--- config.mk ---
export PLATFORM = sky130hd
export DESIGN_NAME = mrx_decoder
export DESIGN_NICKNAME = d
export VERILOG_FILES = /design/src/rtl/mrx_pkg.sv /design/src/rtl/mrx_line_sync.sv /design/src/rtl/mrx_bit_recover.sv /design/src/rtl/mrx_nibble_pack.sv /design/src/rtl/mrx_decoder.sv
export SDC_FILE = /design/constraint.sdc
export NUM_CORES = 1
export LEC_CHECK = 0
export CAP_MARGIN = 20
export CORE_MARGIN = 2
export CORE_UTILIZATION = 60
export CTS_CLUSTER_DIAMETER = 30
export CTS_CLUSTER_SIZE = 25
export DETAILED_ROUTE_END_ITERATION = 6
export PLACE_DENSITY_LB_ADDON = 0.1
export SLEW_MARGIN = 40
export SYNTH_ARGS = -nofsm -noshare
export SYNTH_HDL_FRONTEND = slang
export SYNTH_HIERARCHICAL = 1
export SYNTH_SLANG_ARGS = --single-unit
--- constraint.sdc ---
create_clock -name clk -period 2.2 [get_ports clk]
set_input_delay 0.22 -clock clk [delete_from_list [all_inputs] [get_ports clk]]
set_output_delay 0.22 -clock clk [all_outputs]
set_load 0.05 [all_outputs]
--- src/rtl/mrx_pkg.sv ---
package mrx_pkg;

    // Classification of what the line did in one sample period.
    typedef enum logic [1:0] {
        EV_NONE    = 2'd0,
        EV_CENTRE  = 2'd1,
        EV_BORDER  = 2'd2,
        EV_SILENCE = 2'd3
    } mrx_event_e;

endpackage

--- src/rtl/mrx_line_sync.sv ---
module mrx_line_sync #(
    parameter int unsigned SYNC_STAGES = 2
) (
    input  logic clk,
    input  logic rst_n,
    input  logic line_i,
    output logic toggle_o,
    output logic level_o
);
    localparam int unsigned TOP = SYNC_STAGES - 1;

    typedef struct packed {
        logic [SYNC_STAGES-1:0] pipe;
        logic                   last;
    } sync_t;

    sync_t sync_d, sync_q;

    always_comb begin
        sync_d      = sync_q;
        sync_d.pipe = {sync_q.pipe[SYNC_STAGES-2:0], line_i};
        sync_d.last = sync_q.pipe[TOP];
    end

    always_ff @(posedge clk or negedge rst_n) begin
        if (!rst_n) sync_q <= '0;
        else        sync_q <= sync_d;
    end

    assign level_o  = sync_q.pipe[TOP];
    assign toggle_o = sync_q.pipe[TOP] ^ sync_q.last;

endmodule

--- src/rtl/mrx_bit_recover.sv ---
module mrx_bit_recover
    import mrx_pkg::*;
#(
    parameter int unsigned GUARD      = 6,
    parameter int unsigned IDLE_LIMIT = 12
) (
    input  logic clk,
    input  logic rst_n,
    input  logic toggle_i,
    input  logic level_i,
    output logic bit_stb_o,
    output logic bit_o,
    output logic active_o,
    output logic flush_o
);
    localparam int unsigned      CW      = $clog2(IDLE_LIMIT + 2);
    localparam logic [CW-1:0]    CNT_MAX = '1;
    localparam logic [CW-1:0]    GUARD_C = CW'(GUARD);
    localparam logic [CW-1:0]    IDLE_C  = CW'(IDLE_LIMIT);

    typedef struct packed {
        logic          active;
        logic [CW-1:0] gap;
        logic [CW-1:0] quiet;
        logic          stb;
        logic          bitv;
        logic          flush;
    } rec_t;

    rec_t       rec_d, rec_q;
    mrx_event_e ev;

    always_comb begin
        ev = EV_NONE;
        if (toggle_i) begin
            if (!rec_q.active || rec_q.gap >= GUARD_C) ev = EV_CENTRE;
            else                                         ev = EV_BORDER;
        end else if (rec_q.active && rec_q.quiet > IDLE_C) begin
            ev = EV_SILENCE;
        end
    end

    always_comb begin
        rec_d       = rec_q;
        rec_d.stb   = 1'b0;
        rec_d.flush = 1'b0;
        if (rec_q.gap   != CNT_MAX) rec_d.gap   = rec_q.gap + 1'b1;
        if (rec_q.quiet != CNT_MAX) rec_d.quiet = rec_q.quiet + 1'b1;
        unique case (ev)
            EV_CENTRE: begin
                rec_d.active = 1'b1;
                rec_d.stb    = 1'b1;
                rec_d.bitv   = level_i;
                rec_d.gap    = CW'(1);
                rec_d.quiet  = CW'(1);
            end
            EV_BORDER: begin
                rec_d.quiet  = CW'(1);
            end
            EV_SILENCE: begin
                rec_d.active = 1'b0;
                rec_d.flush  = 1'b1;
            end
            default: ;
        endcase
    end

    always_ff @(posedge clk or negedge rst_n) begin
        if (!rst_n) rec_q <= '0;
        else        rec_q <= rec_d;
    end

    assign bit_stb_o = rec_q.stb;
    assign bit_o     = rec_q.bitv;
    assign active_o  = rec_q.active;
    assign flush_o   = rec_q.flush;

    AST_TICK_ONLY_ACTIVE: assert property (@(posedge clk) disable iff (!rst_n)
        rec_q.stb |-> rec_q.active);
    AST_CENTRE_SPACING: assert property (@(posedge clk) disable iff (!rst_n)
        (rec_q.stb && $past(rec_q.active)) |-> ($past(rec_q.gap) >= GUARD_C));
    AST_DROP_FLUSHES: assert property (@(posedge clk) disable iff (!rst_n)
        $fell(rec_q.active) |-> rec_q.flush);
    AST_SHORT_QUIET_HOLDS: assert property (@(posedge clk) disable iff (!rst_n)
        (rec_q.active && rec_q.quiet <= IDLE_C) |=> rec_q.active);

endmodule

--- src/rtl/mrx_nibble_pack.sv ---
module mrx_nibble_pack #(
    parameter int unsigned NIB_W = 4
) (
    input  logic             clk,
    input  logic             rst_n,
    input  logic             bit_stb_i,
    input  logic             bit_i,
    input  logic             flush_i,
    output logic [NIB_W-1:0] nibble_o,
    output logic             vld_o
);
    localparam int unsigned      PW   = $clog2(NIB_W);
    localparam logic [PW-1:0]    LAST = PW'(NIB_W - 1);

    typedef struct packed {
        logic [PW-1:0]    pos;
        logic [NIB_W-1:0] acc;
        logic [NIB_W-1:0] nib;
        logic             vld;
    } pack_t;

    pack_t            pk_d, pk_q;
    logic [NIB_W-1:0] merged;

    always_comb begin
        merged         = pk_q.acc;
        merged[pk_q.pos] = bit_i;
        pk_d           = pk_q;
        pk_d.vld       = 1'b0;
        if (flush_i) begin
            pk_d.pos = '0;
            pk_d.acc = '0;
        end else if (bit_stb_i) begin
            if (pk_q.pos == LAST) begin
                pk_d.nib = merged;
                pk_d.vld = 1'b1;
                pk_d.pos = '0;
                pk_d.acc = '0;
            end else begin
                pk_d.acc = merged;
                pk_d.pos = pk_q.pos + 1'b1;
            end
        end
    end

    always_ff @(posedge clk or negedge rst_n) begin
        if (!rst_n) pk_q <= '0;
        else        pk_q <= pk_d;
    end

    assign nibble_o = pk_q.nib;
    assign vld_o    = pk_q.vld;

    AST_NIB_ONE_CYCLE: assert property (@(posedge clk) disable iff (!rst_n)
        pk_q.vld |=> !pk_q.vld);
    AST_NIB_FOLLOWS_TICK: assert property (@(posedge clk) disable iff (!rst_n)
        pk_q.vld |-> $past(bit_stb_i));
    AST_FLUSH_RESTARTS: assert property (@(posedge clk) disable iff (!rst_n)
        flush_i |=> (pk_q.pos == '0));

endmodule

--- src/rtl/mrx_decoder.sv ---
module mrx_decoder #(
    parameter int unsigned SAMPLES_PER_BIT = 8,
    parameter int unsigned NIB_W           = 4,
    parameter int unsigned SYNC_STAGES     = 2
) (
    input  logic             clk,
    input  logic             rst_n,
    input  logic             rx_line,
    output logic             rx_bit_tick,
    output logic             rx_bit,
    output logic [NIB_W-1:0] rx_nibble,
    output logic             rx_nibble_vld,
    output logic             rx_active
);
    localparam int unsigned GUARD      = (SAMPLES_PER_BIT * 3) / 4;
    localparam int unsigned IDLE_LIMIT = (SAMPLES_PER_BIT * 3) / 2;

    logic toggle, level, flush;

    mrx_line_sync #(.SYNC_STAGES(SYNC_STAGES)) u_sync (
        .clk      (clk),
        .rst_n    (rst_n),
        .line_i   (rx_line),
        .toggle_o (toggle),
        .level_o  (level)
    );

    mrx_bit_recover #(.GUARD(GUARD), .IDLE_LIMIT(IDLE_LIMIT)) u_rec (
        .clk       (clk),
        .rst_n     (rst_n),
        .toggle_i  (toggle),
        .level_i   (level),
        .bit_stb_o (rx_bit_tick),
        .bit_o     (rx_bit),
        .active_o  (rx_active),
        .flush_o   (flush)
    );

    mrx_nibble_pack #(.NIB_W(NIB_W)) u_pack (
        .clk       (clk),
        .rst_n     (rst_n),
        .bit_stb_i (rx_bit_tick),
        .bit_i     (rx_bit),
        .flush_i   (flush),
        .nibble_o  (rx_nibble),
        .vld_o     (rx_nibble_vld)
    );

    AST_VLD_NEEDS_ACTIVE: assert property (@(posedge clk) disable iff (!rst_n)
        rx_nibble_vld |-> $past(rx_active));

endmodule

-- Word-level counts from Yosys, hierarchy flattened
Cells that the tools add are included.
- $lt $le $gt $ge: 4
- bitwise operators: 2
- add/subtract/negate cells: 3
- equality and inequality tests: 6
- reductions and logical operators: 10
- mux-type cells: 18
- operators with widths (cell ; count):
    $mux 4 ; 4
    $mux 6 ; 2
    $mux 11 ; 1
    $add 4x1->4 const B ; 2
    $mux 2 ; 4
    $ne 4x4->1 const B ; 2
    $reduce_bool 2->1 ; 4
    $eq 2x2->1 const B ; 3
    $mux 5 ; 1
    $bwmux 4 ; 1
    $ge 4x3->1 const B ; 1
    $gt 4x4->1 const B ; 1
    $lt 2x3->1 const B ; 1
    $mux 1 ; 3
    $reduce_and 3->1 ; 1
    $add 2x1->2 const B ; 1
    $demux 1 s2 ; 1
    $eq 2x1->1 const B ; 1
    $ge 2x1->1 const B ; 1
    $logic_and 1x1->1 ; 2
    $pmux 1 s2 ; 1
    $reduce_or 2->1 ; 1
    $logic_not 1->1 ; 1
    $logic_or 1x1->1 ; 1
    2 further kinds ; 2
- output and inout port bits: 8
- logic and storage cells: 55
- register bits: 26

-- Depth between registers and ports, before layout
- depth in word-level cells: 8
- gate-level depth with buffers: 5
- depth with buffers taken out: 5

-- Modules after synthesis
Netlist, hierarchy kept.
- by module, submodules not included (module ; cells an instance ; area an instance (um^2) ; instances):
    mrx_nibble_pack ; 47 ; 593.1 ; 1
    mrx_bit_recover ; 51 ; 573.0 ; 1
    mrx_line_sync ; 4 ; 83.8 ; 1

-- Least setup slack after synthesis
OpenSTA, ideal clock, no wires.
- kind: register -> register
- start: register u_sync.sync_q, in the netlist u_sync/level_o
- end: register u_rec.rec_q, in the netlist u_rec/bit_o
- stages on the path, launching flop included: 5
- slack: 0.746 ns
- arrival: 1.329 ns
- required time: 2.075 ns
- period minus slack after synthesis: 1.454 ns
- library setup time: 0.125 ns
- path buffers: 0
- cells stage by stage: dfrtp_1 -> xor2_1 -> inv_1 -> a31oi_4 -> mux2_4
- cells in the longest elaborated chain, start to end: 3
- ends and longest elaborated chain (element ; RTL line ; RTL):
    start, declared ; mrx_line_sync.sv:17 ; sync_t sync_d, sync_q;
    start signal, assigned ; mrx_line_sync.sv:27 ; else sync_q <= sync_d;
    $xor 1x1->1 ; mrx_line_sync.sv:31 ; assign toggle_o = sync_q.pipe[TOP] ^ sync_q.last;
    via toggle ; mrx_decoder.sv:18 ; logic toggle, level, flush;
    $mux 2 ; mrx_bit_recover.sv:35 ; if (toggle_i) begin
    $eq 2x1->1 ; mrx_bit_recover.sv:49 ; unique case (ev)
    end signal, assigned ; mrx_bit_recover.sv:70 ; else rec_q <= rec_d;
    end, declared ; mrx_bit_recover.sv:30 ; rec_t rec_d, rec_q;
The timed path passes the listed nets, and every way through them passes these cells.
A chain may end at the register's enable or synchronous reset.

-- Final worst setup path
- start: register u_rec.rec_q, in the netlist u_rec/bit_stb_o
- end: output port rx_bit_tick
- RTL lines (element ; RTL line ; RTL):
    end, declared ; mrx_decoder.sv:9 ; output logic rx_bit_tick,
No word-level cell between the ends.

==> results.sh <==
export IMPL_outcome="completed"
export IMPL_path_class="register to output port"
export IMPL_setup_tns_ns=0
export IMPL_die_width_um=49.6
export IMPL_ant_nets=0
export IMPL_clock_sinks=25
export IMPL_startpoint_type="register"
export IMPL_placementRows=16
export IMPL_avgViaCountPerCell=5.45
export IMPL_grtUsageTotal_pct=17.5
export IMPL_powerDensity_nw_per_um2=1290
export IMPL_clkPwrFrac_pct=11.8
export IMPL_wl_per_cell_um=13.9
export IMPL_syn_inst=102
export IMPL_cp_num_buf_inv=1
export IMPL_start_util_pct=63.7
export IMPL_relSlewSlack_pct=66.9
export IMPL_finalHoldViolations=0
export IMPL_synth_nets=114
export IMPL_routabilityCongestion=0.750
export IMPL_postCtsSetupBuffers=0
export IMPL_ctsResizeCount=0
export IMPL_syn_cell_area_um2=1250
export IMPL_io_buffers=10
export IMPL_clockBufferDepth=2
export IMPL_syn_mean_instance_area_um2=12.3
export IMPL_holdCritPathClass="primary input to asynchronous set/reset pin"
export IMPL_internal_power_uw=1050
export IMPL_p_switching_uw=731
export IMPL_cts_root_buf="clkbuf_4"
export IMPL_power_frac_comb_pct=45.1
export IMPL_hpwl_mm=1.40
export IMPL_n_fill_cell=152
export IMPL_max_slew_worst_pin_slew_ns=0.495
export IMPL_cts_hold_buffers=0
export IMPL_fmax_mhz=491
export IMPL_layout_setup_ws_ns=0.165
export IMPL_whs_ns=0.228
export IMPL_gr_total_overflow=0
export IMPL_clock_latency_ns=0.32
export IMPL_grt_max_degree=26
export IMPL_period_minus_slack_ns=2.03
export IMPL_vias=757
export IMPL_grt_antenna_before_repair=0
export IMPL_die_area_um2=2460
export IMPL_clkTransAtPathRegs_ns=0.14
export IMPL_yosysSeqAreaShare_pct=50.1
export IMPL_synth_seq_cells=25
export IMPL_cp_cell_sequence="clkdlybuf4s50_1"
export IMPL_drcViolationCount=0
export IMPL_drt_total_wl_mm=1.94
export IMPL_switching_share_pct=41.1
export IMPL_mostFrequentLayoutCells="dfrtp_1, clkdlybuf4s50_1, ha_1"
export IMPL_htree_levels=1
export IMPL_grt_pass1_vias=718
export IMPL_endpoint_kind="output port"
export IMPL_grt_first_pass_wirelength_mm=3.22
export IMPL_power_leakage_uw=0.000627
export IMPL_drv_slew=0
export IMPL_cts_tree="yes"
export IMPL_diodes=0
export IMPL_synthToLayoutAreaGrowth_pct=10.4
export IMPL_io_pins=11
export IMPL_layout_worst_path_cycle_share_pct=92.5
export IMPL_final_net_count=125
export IMPL_max_cap_viol_count=0
export IMPL_setup_viol_count_final=0
export IMPL_core_um2=1960
export IMPL_synth_distinct_cells=28
export IMPL_yosysWarnings=6
export IMPL_slowest_stage="clkdlybuf4s50_1"
export IMPL_cp_slowest_stage_delay_ns=0.88
export IMPL_crit_family="buffers and inverters"
export IMPL_drt_initial_drc_count=7
export IMPL_pre_cts_ws_ns=0.533
export IMPL_fin_worst_skew_ns=0.00570
export IMPL_p_seq_share_pct=43.1
export IMPL_crit_arrival_ns=1.81
export IMPL_drive_above_1_share_pct=18.8
export IMPL_drtPass1Iterations=5
export IMPL_die_height_um=49.6
export IMPL_rsz0062_at_grt="no"
export IMPL_critPathMaxFanout=14
export IMPL_mostFrequentLayoutCell="dfrtp_1"
export IMPL_final_util_pct=70.3
export IMPL_cp_data_required_time_ns=1.98
export IMPL_numCtsBuffers=3
export IMPL_ir_drop_mv=0.734
[final timing paths]
| kind | from | endpoint | slack (ns) | cells past startpoint |
|---|---|---|---|---|
| setup / recovery | u_rec/bit_stb_o | rx_bit_tick | 0.17 | 1 |
| hold / removal | rst_n | u_pack/nibble_o[0] | 0.23 | 2 |
| setup reg to reg | u_sync/level_o | u_rec/bit_o | 0.52 | 4 |
| hold reg to reg | u_sync/sync_d[2] | u_sync/level_o | 0.37 | 0 |
| max in group asynchronous | rst_n | u_pack/pk_q[9] | 1.74 | 2 |
| min in group clk | rx_line | u_sync/sync_d[2] | 0.31 | 1 |
[logic make-up after synthesis]
group	after synthesis	synth area share [%]
adder cells (fa/ha/maj)	9	9.01
buffers and inverters	12	5.41
XOR/XNOR	4	2.80
flip-flops	25	50.1
multiplexers	10	10.3
AO/OA/AOI/OAI	12	9.21
AND/OR/NAND/NOR	30	13.2
[per-stage QoR]
step,power (µW),std cells,cell area [µm²]
finish,1780,139,1380
floorplan,1410,102,1250
detailed placement,1580,135,1350
global placement,1550,135,1350
CTS,1800,139,1380
global route,1890,139,1380
[Yosys cell counts]
library cell,n,area (µm²)
and3_2,1,7.51
nand2_1,2,7.51
nand3_1,7,35.0
nand3b_1,1,7.51
o21ai_2,1,8.76
nor3b_1,2,15.0
nand2b_1,4,25.0
a21bo_2,3,30.0
a31oi_1,1,6.26
nor2_1,7,26.3
and3b_1,1,8.76
xnor2_1,3,26.3
a221oi_1,3,26.3
mux2i_1,2,20.0
mux2_2,3,33.8
dfrtp_1,25,626
ha_1,9,113
a21o_1,1,7.51
nor3_1,4,20.0
a211oi_1,2,15.0
inv_1,6,22.5
and3b_4,1,12.5
mux2_4,5,75.1
inv_2,1,3.75
buf_4,4,30.0
xor2_1,1,8.76
a31oi_4,1,21.3
buf_6,1,11.3
[registers in the layout (all words and copies together), names as in the netlist]
| name | flops |
|---|---|
| u_rec/rec_q | 8 |
| u_rec/bit_stb_o | 1 |
| u_sync/level_o | 1 |
| u_rec/bit_o | 1 |
| u_pack/nibble_o | 4 |
| u_rec/flush_o | 1 |
| u_sync/sync_d | 1 |
| u_sync/sync_q | 1 |
| u_pack/pk_q | 5 |
| u_pack/vld_o | 1 |
| u_rec/active_o | 1 |
[layout make-up]
type	instances	area, µm²	share of cell area (%)
clock buffers	3	22.5	1.63
inverters	7	26.3	1.90
clock inverters	1	7.51	0.544
well taps	27	33.8	2.45
repair buffers	11	108	7.80
flip-flops and latches	25	626	45.3
multi-input cells	65	557	40.3
[power by group through the flow]
stage | Clock [µW] | Sequential, µW | Combinational (µW)
after floorplan | 0 | 800 | 614
after global placement | 0 | 766 | 780
after detailed placement | 0 | 778 | 807
after CTS | 216 | 768 | 812
after global routing | 229 | 794 | 865
final | 210 | 767 | 802
[layer usage]
layer  vias to the layer above  wire length, µm  GRT usage, %  share of wire [%]
li1                        371                -             -                  -
met2                        15              921          28.7                 48
met5                         -                0             0                  0
met1                       366              904          21.9                 47
met4                         0               41          9.72                2.1
met3                         5               68          3.03                3.5
Note: power is estimated with default switching activity, not from simulation.
